## config.mk

```make
export PLATFORM = sky130hd
export DESIGN_NAME = dirfifo
export DESIGN_NICKNAME = d
export VERILOG_FILES = /design/src/rtl/dirfifo_pkg.sv /design/src/rtl/dirfifo_store.sv /design/src/rtl/dirfifo_irq.sv /design/src/rtl/dirfifo_spistat.sv /design/src/rtl/dirfifo.sv
export SDC_FILE = /design/constraint.sdc
export NUM_CORES = 1
export LEC_CHECK = 0
export BUFFER_PORTS_ARGS = -buffer_cell sky130_fd_sc_hd__buf_2
export CAP_MARGIN = 5
export CORE_MARGIN = 2
export CORE_UTILIZATION = 50
export CTS_CLUSTER_DIAMETER = 40
export CTS_CLUSTER_SIZE = 40
export DETAILED_ROUTE_END_ITERATION = 16
export HOLD_SLACK_MARGIN = 0.12
export PLACE_DENSITY_LB_ADDON = 0.1
export SYNTH_ARGS = -nofsm -noshare
export SYNTH_HDL_FRONTEND = slang
export SYNTH_HIERARCHICAL = 1
export SYNTH_SLANG_ARGS = --single-unit
```

## constraint.sdc

```tcl
create_clock -name clk -period 4.2 [get_ports clk]
set_clock_uncertainty 0.1 [all_clocks]
set_input_delay 0.42 -clock clk [delete_from_list [all_inputs] [get_ports clk]]
set_output_delay 0.42 -clock clk [all_outputs]
set_load 0.01 [all_outputs]
```

## src/rtl/dirfifo_pkg.sv

```systemverilog
package dirfifo_pkg;

    localparam int DATA_W = 8;
    localparam int META_W = 2;
    localparam int WORD_W = DATA_W + META_W;
    localparam int N_SRC  = 5;

    localparam int SRC_EMPTY  = 0;
    localparam int SRC_NEMPTY = 1;
    localparam int SRC_FULL   = 2;
    localparam int SRC_NFULL  = 3;
    localparam int SRC_LEVEL  = 4;

    typedef logic [WORD_W-1:0] word_t;
    typedef logic [META_W-1:0] meta_t;

    typedef struct packed {
        logic [1:0] rsvd;
        meta_t      meta;
        logic       underrun;
        logic       overrun;
        logic       full;
        logic       empty;
    } spi_stat_t;

    function automatic meta_t word_meta(input word_t w);
        return w[WORD_W-1:DATA_W];
    endfunction

endpackage

```

## src/rtl/dirfifo_store.sv

```systemverilog
module dirfifo_store
    import dirfifo_pkg::*;
#(
    parameter int DEPTH = 4,
    localparam int PTR_W = (DEPTH > 1) ? $clog2(DEPTH) : 1,
    localparam int CNT_W = $clog2(DEPTH + 1)
) (
    input  logic             clk,
    input  logic             rst,
    input  logic             flush,
    input  logic             wr,
    input  word_t            wdata,
    input  logic             rd,
    output word_t            head,
    output logic [CNT_W-1:0] count,
    output logic             is_empty,
    output logic             is_full,
    output logic             ovf_evt,
    output logic             unf_evt
);

    word_t            mem [DEPTH];
    logic [PTR_W-1:0] wp, rp;
    logic             wr_ok, rd_ok;

    function automatic logic [PTR_W-1:0] bump(input logic [PTR_W-1:0] p);
        return (p == PTR_W'(DEPTH - 1)) ? '0 : p + 1'b1;
    endfunction

    assign is_empty = (count == '0);
    assign is_full  = (count == CNT_W'(DEPTH));
    assign rd_ok    = rd && !is_empty && !flush;
    assign wr_ok    = wr && (!is_full || rd_ok) && !flush;
    assign ovf_evt  = wr && is_full && !rd && !flush;
    assign unf_evt  = rd && is_empty && !flush;
    assign head     = is_empty ? '0 : mem[rp];

    always_ff @(posedge clk) begin
        if (wr_ok) mem[wp] <= wdata;
    end

    always_ff @(posedge clk) begin
        if (rst || flush) begin
            wp    <= '0;
            rp    <= '0;
            count <= '0;
        end else begin
            if (wr_ok) wp <= bump(wp);
            if (rd_ok) rp <= bump(rp);
            case ({wr_ok, rd_ok})
                2'b10:   count <= count + 1'b1;
                2'b01:   count <= count - 1'b1;
                default: count <= count;
            endcase
        end
    end

endmodule

```

## src/rtl/dirfifo_irq.sv

```systemverilog
module dirfifo_irq
    import dirfifo_pkg::*;
#(
    parameter int CNT_W = 3
) (
    input  logic             is_empty,
    input  logic             is_full,
    input  logic [CNT_W-1:0] count,
    input  logic [CNT_W-1:0] level,
    input  logic [N_SRC-1:0] mask,
    output logic             irq
);

    logic [N_SRC-1:0] src;

    always_comb begin
        src             = '0;
        src[SRC_EMPTY]  = is_empty;
        src[SRC_NEMPTY] = !is_empty;
        src[SRC_FULL]   = is_full;
        src[SRC_NFULL]  = !is_full;
        src[SRC_LEVEL]  = (count >= level);
    end

    assign irq = |(src & mask);

endmodule

```

## src/rtl/dirfifo_spistat.sv

```systemverilog
module dirfifo_spistat
    import dirfifo_pkg::*;
(
    input  logic      clk,
    input  logic      rst,
    input  logic      addr_phase,
    input  logic      sclk_pulse,
    input  spi_stat_t live,
    output logic [7:0] status
);

    logic taken;

    always_ff @(posedge clk) begin
        if (rst) begin
            taken  <= 1'b0;
            status <= '0;
        end else if (!addr_phase) begin
            taken <= 1'b0;
        end else if (sclk_pulse && !taken) begin
            taken  <= 1'b1;
            status <= live;
        end
    end

endmodule

```

## src/rtl/dirfifo.sv

```systemverilog
module dirfifo
    import dirfifo_pkg::*;
#(
    parameter int DEPTH = 4,
    localparam int CNT_W = $clog2(DEPTH + 1)
) (
    input  logic             clk,
    input  logic             rst,
    input  logic             tx_mode,
    input  logic             host_wr_en,
    input  logic [9:0]       host_wr_data,
    input  logic             host_rd_en,
    output logic [9:0]       host_rd_data,
    input  logic             frm_wr_en,
    input  logic [9:0]       frm_wr_data,
    input  logic             frm_rd_en,
    output logic [9:0]       frm_rd_data,
    input  logic             clr_err,
    input  logic [4:0]       irq_mask,
    input  logic [CNT_W-1:0] irq_level,
    output logic [CNT_W-1:0] fill_count,
    output logic             empty,
    output logic             full,
    output logic             overrun,
    output logic             underrun,
    output logic             irq,
    input  logic             spi_addr_phase,
    input  logic             spi_sclk_edge,
    output logic [7:0]       spi_status
);

    logic      mode_q, flush;
    logic      wr, rd, ovf_evt, unf_evt;
    word_t     wdata, head;
    spi_stat_t live;

    assign flush = (tx_mode != mode_q);
    assign wr    = tx_mode ? host_wr_en   : frm_wr_en;
    assign wdata = tx_mode ? host_wr_data : frm_wr_data;
    assign rd    = tx_mode ? frm_rd_en    : host_rd_en;

    assign host_rd_data = tx_mode ? '0 : head;
    assign frm_rd_data  = tx_mode ? head : '0;

    always_ff @(posedge clk) begin
        mode_q <= tx_mode;
        if (rst || flush) begin
            overrun  <= 1'b0;
            underrun <= 1'b0;
        end else begin
            if (ovf_evt)      overrun <= 1'b1;
            else if (clr_err) overrun <= 1'b0;
            if (unf_evt)      underrun <= 1'b1;
            else if (clr_err) underrun <= 1'b0;
        end
    end

    dirfifo_store #(.DEPTH(DEPTH)) u_store (
        .clk     (clk),
        .rst     (rst),
        .flush   (flush),
        .wr      (wr),
        .wdata   (wdata),
        .rd      (rd),
        .head    (head),
        .count   (fill_count),
        .is_empty(empty),
        .is_full (full),
        .ovf_evt (ovf_evt),
        .unf_evt (unf_evt)
    );

    dirfifo_irq #(.CNT_W(CNT_W)) u_irq (
        .is_empty(empty),
        .is_full (full),
        .count   (fill_count),
        .level   (irq_level),
        .mask    (irq_mask),
        .irq     (irq)
    );

    always_comb begin
        live          = '0;
        live.empty    = empty;
        live.full     = full;
        live.overrun  = overrun;
        live.underrun = underrun;
        live.meta     = word_meta(head);
    end

    dirfifo_spistat u_spistat (
        .clk       (clk),
        .rst       (rst),
        .addr_phase(spi_addr_phase),
        .sclk_pulse(spi_sclk_edge),
        .live      (live),
        .status    (spi_status)
    );

endmodule

```

* After elaboration in Yosys (flattened, before gate mapping)
Memories as Yosys holds them, arrays and structs flattened. A register that Yosys moved wholly into a read port is not among the register bits.
Index checks and enable logic that the tools add are counted.
** Storage, ports and cells
- Flip-flop bits (word level) :: 17
- Memory bits (writable) :: 40
- Word-level logic and storage cells :: 62
- Memories :: 1
- Output and inout bits :: 36
- Input port bits :: 38
** Memory list
- u_store.mem :: depth 4, width 10, read ports 1, clocked after Yosys merged registers in 1, write ports 1, line dirfifo_store.sv:22 : word_t mem [DEPTH];
** Operators by class
- Equality and inequality tests :: 6
- Multiplexer cells :: 16
- Reduce and logical (&&, ||, !) cells :: 24
- Bitwise operators :: 2
- Add/sub/neg operators :: 4
- Order comparisons :: 1
** Operator list (count)
- $mux 10 :: 4
- $logic_and 1x1->1 :: 10
- $mux 2 :: 4
- $mux 1 :: 7
- $eq 2x2->1 const B :: 3
- $pmux 3 s2 :: 1
- $reduce_bool 2->1 :: 3
- $and 5x5->5 :: 1
- $logic_not 1->1 :: 5
- $reduce_or 5->1 :: 1
- $add 2x1->2 const B :: 2
- $add 3x1->3 const B :: 1
- $eq 3x3->1 const B :: 1
- $ge 3x3->1 :: 1
- $logic_not 3->1 :: 1
- $sub 3x1->3 const B :: 1
- $eq 2x1->1 const B :: 1
- $logic_or 1x1->1 :: 2
- $reduce_and 2->1 :: 1
- $reduce_or 2->1 :: 1
- $ne 1x1->1 :: 1
- $not 1->1 :: 1

* Depth between registers and ports, before layout
- Depth after elaboration :: 9
- Gate-level depth with buffers :: 12
- Gate-level depth less buffers :: 10

* Modules after synthesis
The synthesis kept the hierarchy.
** By module, submodules not included
- dirfifo_store :: sequential area each 1381.3 µm², area an instance 2048.2 µm², cells an instance 122, instances 1
- dirfifo :: sequential area each 60.1 µm², area an instance 449.2 µm², cells an instance 47, instances 1
- dirfifo_spistat :: sequential area each 180.2 µm², area an instance 395.4 µm², cells an instance 38, instances 1
- dirfifo_irq :: sequential area each 0.0 µm², area an instance 98.8 µm², cells an instance 13, instances 1

* Worst setup path before layout
No wires, ideal clock.
- Path type :: input to register
- From :: in tx_mode
- To :: reg u_store.count[2]
- Stages :: 12
- Data required time :: 4.030 ns
- Arrival time :: 2.551 ns
- Slack :: 1.479 ns
- Library setup time :: 0.070 ns
- Cells stage by stage :: buf_6 buf_8 mux2_4 nor4b_2 nor2_1 inv_1 ha_1 inv_1 fa_1 xor2_1 or3_1 a21oi_1
** On the way
- Cells in the longest elaborated chain, start to end :: 8
- Elaborated cells between the ends (all ways) :: 14
- Classes of those cells :: 3 x eq/ne; 3 x mux; 8 x reduce/logical
** Ends and longest elaborated chain
- from (decl) :: line dirfifo.sv:9 : input logic tx_mode,
- $mux 1 (*) :: line dirfifo.sv:40 : assign rd = tx_mode ? frm_rd_en : host_rd_en;
- via rd :: line dirfifo.sv:33 : logic wr, rd, ovf_evt, unf_evt;
- $logic_and 1x1->1 (*) (2 in a row) :: line dirfifo_store.sv:32 : assign rd_ok = rd && !is_empty && !flush;
- $logic_or 1x1->1 :: line dirfifo_store.sv:33 : assign wr_ok = wr && (!is_full || rd_ok) && !flush;
- $logic_and 1x1->1 (2 in a row) :: line dirfifo_store.sv:33
- $eq 2x1->1 / $eq 2x2->1 (equally long branches) :: line dirfifo_store.sv:50 : case ({wr_ok, rd_ok})
- $pmux 3 s2 / $reduce_bool 2->1 (equally long branches)
- to (signal assigned) :: line dirfifo_store.sv:51 : 2'b10: count <= count + 1'b1;
- to (signal assigned) :: line dirfifo_store.sv:52 : 2'b01: count <= count - 1'b1;
- to (signal assigned) :: line dirfifo_store.sv:53 : default: count <= count;
- to (decl) :: line dirfifo_store.sv:15 : output logic [CNT_W-1:0] count,
Mark *: on every way through the listed nets, which the timed path passes. The rest lies on a longest branch.
A chain may end at the register's enable or synchronous reset.

==> metrics.txt <==
Least-Margin Pin Slew 0.699 ns; maximum VDD drop 0.000196 V; Clock Sinks 61; Top Metal Used met4; r2r setup slk 1.78 ns; Worst EP arrival between 2 and 2.5 ns; R2R depth 9; Die Y slightly above 80 microns; setup violators final 0; crit path kind reg2out; GRT Resource Usage Total 17.2%; distinct cell type count after synthesis 40; sequential-to-total area share from yosys stat ~54%; number of port buffers 73; Yosys reg bits 61; worst r2r src u_store/count[0]$_SDFFE_PP0P_; share of layout cells above drive strength 1 between 30% and 40%; largest net degree at the start of global routing 34; fin nets between 300 and 400; Area growth syn-to-layout 19.6%; Period Utilization, post-route 63.0%; ant diodes 0; wirelength, routed between 5 and 6 mm; crit path launch type flop; GRT overflow 0; Core Region between 5000 and 6000 sq um; Root Driver clkbuf_8; Fin Setup TNS 0 ns; area leader, netlist edfxtp_1; Post-Syn Area 2990 sq um; full die area approximately 6600 sq um; CTS buffer count 9; status finished clean; CTS tree done; Final Max Slew Viols 0; Clk pin slew, worst setup/hold paths about 0.070 ns; HPWL Detailed ~3.5 mm; final hold vios 0; WL/cell about 14 microns; Worst EP required roughly 3.7 ns; crit-path max cell delay between 0.7 and 0.8 ns; starting density of the core just over 50%; top post-synthesis cells by count edfxtp_1 (40), dfxtp_1 (21), nor2b_1 (21); 1st-iter DRT viols 119; hold-fix buffers at CTS 0; Worst Setup EP frm_rd_data[9]; chip width 81.4 microns; CP max FO 10; row cnt 28; gp weighted congestion approximately 0.73; slew margin rel. 53.3%; Final Core Density between 60% and 70%; post-route ant nets 0; vias after detailed routing ~1900; RSZ-0062 raised after global routing false; met1 WL between 2 and 2.5 mm; first-pass GRT wire length about 8 mm; met2 WL around 2.6 mm; Slowest cell on crit path dfxtp_1; warnings from Yosys 6; fill count 486; Avg Inst Size Synth ~14 sq um; Setup crit end kind output pin; Max Cap Violations 0; Synth area leaders edfxtp_1 (40%), dfxtp_1 (14%), mux4_2 (7.5%), mux2_4 (5.0%), nor2b_1 (4.4%); via density per instance 4.93; Post-Syn Instances 220; asr flop ratio synth 0%; EDFF count, synth 40; Post-CTS Resized 0; Post-route DRC 0; Post-synth top flop edfxtp_1; count leader, synth edfxtp_1; H-tree level count 3; postcts setup bufs 0; Yosys top cell area share 40.2%; pwr dens 357 nW/um^2; CP Cell Sequence mux4_2, nor2b_1, and2_1, buf_2; initial antenna violation count 0; Pre-antenna DRT Iters 4; Worst-Skew Late Latency 0.33 ns; clock tree buffer depth 2; I/O pin total 74; Final min period roughly 2.6 ns; number of global-route vias before repair around 1800; Hold Crit Class in2reg; reg2reg end u_store/count[2]$_SDFFE_PP0P_; Routed met3 length a little over 200 microns; leakage power around 1.5 nW; Max Clk Rate 0.378 GHz
## kinds of logic after synthesis
logic type	share of synthesized area, %
buffers and inverters	3.81
adder cells (fa/ha/maj)	4.43
multiplexers	16.7
AO/OA/AOI/OAI	3.09
flip-flops	54.2
other	0.125
AND/OR/NAND/NOR	16.5
XOR/XNOR	1.13
## through the flow
stage | power (mW) | area, sq um | worst slack [ns] | cells | hold WS (ns)
floorplan | 0.769 | 3000 | 1.48 | 221 | 0.348
global placement | 0.809 | 3400 | 1.31 | 361 | 0.357
detailed placement | 0.813 | 3400 | 1.24 | 361 | 0.361
CTS | 1.29 | 3580 | 1.48 | 376 | 0.246
global route | 1.34 | 3580 | 1.37 | 376 | 0.253
finish | 1.28 | 3580 | 1.56 | 376 | 0.262
## worst max-delay path, delay by kind of cell (launching register included)
family,cells,cell delay [ns]
flops,1,0.77
mux,1,0.58
simple gates,2,0.33
buf+inv,1,0.13
## layer usage
| layer | GRT usage [%] | vias to the layer above |
|---|---|---|
| li1 | - | 936 |
| met1 | 21.2 | 876 |
| met2 | 28.2 | 38 |
| met3 | 4.00 | 4 |
| met4 | 8.64 | 0 |
| met5 | 0 | - |
## how the worst min path moves through the flow
| stage | startpoint | end | cells past startpoint |
|---|---|---|---|
| final | spi_addr_phase | u_spistat/taken$_SDFFE_PP0P_ | 2 |
| after global routing | spi_addr_phase | u_spistat/taken$_SDFFE_PP0P_ | 2 |
| after CTS | spi_addr_phase | u_spistat/taken$_SDFFE_PP0P_ | 2 |
| after detailed placement | u_spistat/status[5]$_SDFFE_PP0P_ | u_spistat/status[5]$_SDFFE_PP0P_ | 2 |
| after global placement | u_spistat/status[2]$_SDFFE_PP0P_ | u_spistat/status[2]$_SDFFE_PP0P_ | 2 |
| after floorplan | tx_mode | mode_q$_DFF_P_ | 0 |
## sequential cells by signal, indices dropped and copies added (netlist names), named ones only
name,flops
u_store/mem,40
overrun,1
u_spistat/status,8
underrun,1
mode_q,1
u_store/count,3
u_spistat/taken,1
u_store/wp,2
u_store/rp,2
## area by class of cell
type                            count  area [sq um]  area share [%]
Clock inverter                      5          52.6            1.47
Timing Repair Buffer               75           380            10.6
Tap cell                           75          93.8            2.62
Multi-Input combinational cell    139          1260            35.2
Sequential cell                    61          1620            45.3
Inverter                           11          41.3            1.15
Clock buffer                       10           128            3.57
## cell usage in the layout (no fill, tap or decap), drive strengths merged, types with 2 or more instances in the layout
| cell type | Yosys | final |
|---|---|---|
| and2 | 10 | 10 |
| mux2 | 13 | 13 |
| buf | 7 | 75 |
| nor3b | 3 | 3 |
| edfxtp | 40 | 40 |
| xor2 | 3 | 3 |
| inv | 11 | 11 |
| nor2b | 21 | 21 |
| nand2b | 20 | 20 |
| ha | 9 | 9 |
| mux2i | 9 | 9 |
| mux4 | 10 | 10 |
| or3 | 2 | 2 |
| dfxtp | 21 | 21 |
| nor2 | 6 | 6 |
| and3 | 5 | 5 |
| and3b | 2 | 2 |
| conb | 1 | 2 |
| clkinv | 0 | 3 |
| o21ai | 5 | 5 |
| a211oi | 4 | 4 |
| clkbuf | 3 | 10 |
| a21oi | 5 | 5 |
## power by group
part	switching [mW]	internal [mW]
Sequential	0.00848	0.658
Clock	0.213	0.267
Combinational	0.0636	0.0678
Power figures use the tool's default switching activity.
